<file path="config.mk">
export PLATFORM = sky130hd
export DESIGN_NAME = adc_rslt_reg
export DESIGN_NICKNAME = d
export VERILOG_FILES = /design/src/rtl/adc_rslt_pkg.sv /design/src/rtl/adc_rslt_hold.sv /design/src/rtl/adc_rslt_flags.sv /design/src/rtl/adc_rslt_pack.sv /design/src/rtl/adc_rslt_reg.sv
export SDC_FILE = /design/constraint.sdc
export NUM_CORES = 1
export LEC_CHECK = 0
export BUFFER_PORTS_ARGS = -buffer_cell sky130_fd_sc_hd__buf_2
export CORE_MARGIN = 3
export CORE_UTILIZATION = 33
export CTS_CLUSTER_SIZE = 8
export DETAILED_ROUTE_END_ITERATION = 8
export GPL_TIMING_DRIVEN = 0
export PLACE_DENSITY = 0.8
export RECOVER_POWER = 25
export SETUP_SLACK_MARGIN = 0.02
export SLEW_MARGIN = 20
export SYNTH_ARGS = -nofsm -noshare
export SYNTH_HDL_FRONTEND = slang
export SYNTH_SLANG_ARGS = --single-unit
</file>
<file path="constraint.sdc">
create_clock -name clk -period 0.9 [get_ports clk]
set_clock_uncertainty 0.2 [all_clocks]
set_input_delay 0.27 -clock clk [delete_from_list [all_inputs] [get_ports clk]]
set_output_delay 0.27 -clock clk [all_outputs]
set_load 0.01 [all_outputs]
</file>
<file path="src/rtl/adc_rslt_pkg.sv">
package adc_rslt_pkg;

  // Bit positions decoded by software.
  localparam int unsigned DW_OVR_BIT  = 16;
  localparam int unsigned DW_VLD_BIT  = 17;
  localparam int unsigned ST_END_BIT  = 0;
  localparam int unsigned ST_VLD_BIT  = 8;
  localparam int unsigned ST_OVR_BIT  = 16;

  typedef struct packed {
    logic valid;
    logic ovr;
    logic done;
  } flags_t;

  // Fresh flag: a load sets it; a read alone clears it.
  function automatic logic f_valid_nxt(logic vld, logic ld, logic rd);
    if (ld)      return 1'b1;
    else if (rd) return 1'b0;
    return vld;
  endfunction

  // Overwrite flag: a load takes the overwrite event; a read alone clears it.
  function automatic logic f_ovr_nxt(logic ovr, logic ovr_set, logic ld, logic rd);
    if (ld)      return ovr_set;
    else if (rd) return 1'b0;
    return ovr;
  endfunction

  // Conversion-end flag: a load sets it and wins over a clear.
  function automatic logic f_end_nxt(logic done, logic ld, logic clr);
    if (ld)       return 1'b1;
    else if (clr) return 1'b0;
    return done;
  endfunction

endpackage

</file>
<file path="src/rtl/adc_rslt_hold.sv">
module adc_rslt_hold #(
  parameter int unsigned RES_W = 10
) (
  input  logic             clk,
  input  logic             rst_n,
  input  logic             ld_i,
  input  logic [RES_W-1:0] val_i,
  output logic [RES_W-1:0] res_o
);

  logic [RES_W-1:0] res_q;

  always_ff @(posedge clk or negedge rst_n) begin
    if (!rst_n)    res_q <= '0;
    else if (ld_i) res_q <= val_i;
  end

  assign res_o = res_q;

endmodule

</file>
<file path="src/rtl/adc_rslt_flags.sv">
module adc_rslt_flags
  import adc_rslt_pkg::*;
(
  input  logic   clk,
  input  logic   rst_n,
  input  logic   ld_i,
  input  logic   rd_i,
  input  logic   ovr_set_i,
  input  logic   clr_i,
  output flags_t flags_o
);

  flags_t flags_q;

  always_ff @(posedge clk or negedge rst_n) begin
    if (!rst_n) begin
      flags_q <= '0;
    end else begin
      flags_q.valid <= f_valid_nxt(flags_q.valid, ld_i, rd_i);
      flags_q.ovr   <= f_ovr_nxt(flags_q.ovr, ovr_set_i, ld_i, rd_i);
      flags_q.done  <= f_end_nxt(flags_q.done, ld_i, clr_i);
    end
  end

  assign flags_o = flags_q;

endmodule

</file>
<file path="src/rtl/adc_rslt_pack.sv">
module adc_rslt_pack
  import adc_rslt_pkg::*;
#(
  parameter int unsigned RES_W  = 10,
  parameter int unsigned WORD_W = 32
) (
  input  logic [RES_W-1:0]  res_i,
  input  flags_t            flags_i,
  output logic [WORD_W-1:0] data_o,
  output logic [WORD_W-1:0] stat_o
);

  always_comb begin
    data_o             = '0;
    data_o[RES_W-1:0]  = res_i;
    data_o[DW_OVR_BIT] = flags_i.ovr;
    data_o[DW_VLD_BIT] = flags_i.valid;
  end

  always_comb begin
    stat_o             = '0;
    stat_o[ST_END_BIT] = flags_i.done;
    stat_o[ST_VLD_BIT] = flags_i.valid;
    stat_o[ST_OVR_BIT] = flags_i.ovr;
  end

endmodule

</file>
<file path="src/rtl/adc_rslt_reg.sv">
module adc_rslt_reg
  import adc_rslt_pkg::*;
#(
  parameter int unsigned RES_W  = 10,
  parameter int unsigned WORD_W = 32
) (
  input  logic              clk,
  input  logic              rst_n,
  input  logic              res_strobe_i,
  input  logic [RES_W-1:0]  res_value_i,
  input  logic              data_rd_i,
  input  logic              stat_w1c_i,
  input  logic              irq_en_i,
  output logic [WORD_W-1:0] data_word_o,
  output logic [WORD_W-1:0] status_word_o,
  output logic              conv_end_o,
  output logic              irq_o
);

  logic [RES_W-1:0] res_q;
  flags_t           flags_q;
  logic             ovr_ev;   // a load lands on a sample nobody read

  assign ovr_ev = res_strobe_i & flags_q.valid;

  adc_rslt_hold #(.RES_W(RES_W)) u_hold (
    .clk   (clk),
    .rst_n (rst_n),
    .ld_i  (res_strobe_i),
    .val_i (res_value_i),
    .res_o (res_q)
  );

  adc_rslt_flags u_flags (
    .clk       (clk),
    .rst_n     (rst_n),
    .ld_i      (res_strobe_i),
    .rd_i      (data_rd_i),
    .ovr_set_i (ovr_ev),
    .clr_i     (stat_w1c_i),
    .flags_o   (flags_q)
  );

  adc_rslt_pack #(.RES_W(RES_W), .WORD_W(WORD_W)) u_pack (
    .res_i   (res_q),
    .flags_i (flags_q),
    .data_o  (data_word_o),
    .stat_o  (status_word_o)
  );

  assign conv_end_o = flags_q.done;
  assign irq_o      = flags_q.done & irq_en_i;

endmodule

</file>
==> run metrics <==
share of power burned in registers=0.408; syn_area_per_cell=~11 µm²; period utilization=1.55; Sw Ratio=0.286; die extent in x=just under 60 µm; crit-path max cell delay=roughly 400 ps; Final ANT Viol Nets=0; Top delay family on crit path=flip-flops; Crit Path Category=register to primary output; worst endpoint data arrival time=slightly above 900 ps; layout cells sized above 1=0.629; Hold WC Path Type=input port to register; max cap viols=0; P per Cell Area=1120 nW/µm²; clock share of power=0.215; Post-Syn Area=just over 900 µm²; via density per instance=around 3.3; area of the multi-input gates=approximately 380 µm²; Area contributors post-synth=buf_4, dfrtp_1, mux2_4; CTS max path bufs=2; total clock buffers created by CTS=3; most common cell after layout, fill and taps aside=buf_4; Setup WS pre-CTS=-311 ps; routed wire length=roughly 1.7 mm; dpl hpwl=~1.4 mm; worst-skew pair later-pin latency=approximately 270 ps; # fillers=236; Inserted Diodes=0; Critical Path RT=430 ps; Residual DRC=0; PortBufs=32; CP Launch Type=register; Leak Pwr=roughly 0.91 nW; Final Net Count=around 200; commonest non-fill, non-tap cells in the layout=buf_4, conb_1, buf_2; initial antenna violation count=0; Post-Synthesis Cells=85; DR WL/cell=between 8 and 9 µm; failing checks=hold timing, setup timing; share of the synthesized area in the top cell type=0.425; CTS root buffer=clkbuf_4; Psw=between 0.4 and 0.5 mW; final setup margin=-497 ps; CP Cell Sequence=and2_4 -> buf_6; via count=682; grt total ovfl=0; Final Hold Fails=1; CP max-delay cell=dfrtp_1; first-pass GRT wire length=between 2 and 2.5 mm; crit path time final=about 1400 ps; post-synth cell types=12; Yosys reg bits=13; Yosys warning total=0; Seq/Total Area, Yosys=0.354; fmax=716 MHz; RSZ-0062 raised after global routing=yes; CTS H-tree depth=1; vias in the first global route=between 500 and 600; largest net degree at the start of global routing=14; Total Routing Usage GR=0.0901; Placement Rows=18; CTS tree=built; setup violators final=30; setup TNS=-8240 ps; # IOs=82; Sequential Area=about 330 µm²; combinational power share=0.377; Area Overhead vs Synth=59.7%; Peak VDD IR=0.910 mV; leading area contributor after synthesis=buf_4; Fin Hold WS=-10.3 ps; first-pass iteration count of the detailed router=2; TritonCTS Sinks=13; Die Ht=58.8 µm; initial core utilization=0.358; outcome=finished with violations; Die Area=between 3000 and 4000 µm²; Critical Path End Type=primary output; GP Congestion=0.613; Initial DRC Count=3; Buf/Inv on CP=1; core area=about 2600 µm²; Slew Viols, Final=0; Worst-path clk slew=80 ps; CP Max Fanout=4; hold buffer count at CTS=1; design internal power=around 1.2 mW
## state kept, by name, summed over array words and instances (netlist names)
name and count:
u_hold.res_o 10, u_flags.flags_o 3
## path summary, 6_finish.rpt
path	from	end	slack, ps	depth (start not counted)
max in group asynchronous	rst_n	u_flags.flags_o[0]	70	2
min in group asynchronous	rst_n	u_hold.res_o[1]	210	2
hold reg to reg	u_hold.res_o[0]	u_hold.res_o[0]	320	1
setup / recovery	u_flags.flags_o[0]	irq_o	-500	2
hold / removal	data_rd_i	u_flags.flags_o[1]	-10	2
setup reg to reg	u_flags.flags_o[2]	u_flags.flags_o[2]	-230	3
## stage by stage
stage | cells | hold WS [ps] | area (µm²) | power [mW] | util
detailed placement | 195 | -24.6 | 1320 | 1.21 | 0.512
finish | 208 | -10.3 | 1470 | 1.65 | 0.571
global placement | 195 | -27.1 | 1320 | 1.21 | 0.512
CTS | 204 | -25.9 | 1410 | 1.62 | 0.551
floorplan | 133 | -226 | 1120 | 1.08 | -
global route | 208 | -12.5 | 1470 | 1.75 | 0.571
## logic make-up after synthesis
group | Yosys count | share of synthesized area
compound gates | 3 | 0.0245
flops | 13 | 0.354
simple gates | 3 | 0.0204
other cells | 1 | 0.00408
buf+inv | 55 | 0.446
mux | 10 | 0.151
## power by group through the flow
stage	combinational (mW)	clock [mW]	sequential, mW
2_1_floorplan	0.372	0	0.710
3_3_place_gp	0.524	0	0.681
3_5_place_dp	0.527	0	0.684
4_1_cts	0.577	0.371	0.671
5_1_grt	0.675	0.399	0.680
6_report	0.620	0.354	0.672
## synthesized netlist by cell type
| cell type | count |
|---|---|
| mux2_2 | 3 |
| inv_1 | 2 |
| and2_1 | 1 |
| o21ai_1 | 1 |
| mux2_4 | 7 |
| a21o_2 | 2 |
| dfrtp_1 | 13 |
| nand2_1 | 1 |
| conb_1 | 1 |
| buf_4 | 52 |
| buf_6 | 1 |
| nand2b_2 | 1 |
## per-layer routing
metal / up-vias / share of wire / routed length [µm] / GRT usage
met5: - / 0 / 0 / 0
met4: 0 / 0 / 0 / 0.0324
met3: 0 / 0.11 / 197 / 0.0351
met2: 39 / 0.57 / 984 / 0.164
met1: 294 / 0.32 / 550 / 0.0925
li1: 349 / - / - / -
## worst register-to-register path, delay by kind of cell (launching register included)
family,cells,cell delay (ps)
AO/OA/AOI/OAI,1,170
buffers and inverters,2,240
flip-flops,1,420
## cell type report
cell class	count	area share
plain buffers	53	0.285
well taps	30	0.0256
flip-flops and latches	13	0.222
multi-input cells	65	0.258
inverters	2	0.00512
clock buffers	4	0.0179
repair buffers	41	0.187
## timing repair
| action | CTS | global route |
|---|---|---|
| buffers inserted | 4 | 5 |
| pin swaps | 1 | 0 |
| gates resized for setup | 6 | 8 |
| endpoints found under the setup margin | 29 | 43 |
| endpoints found under the hold margin | 14 | 1 |
Note: power is estimated with default switching activity, not from simulation.
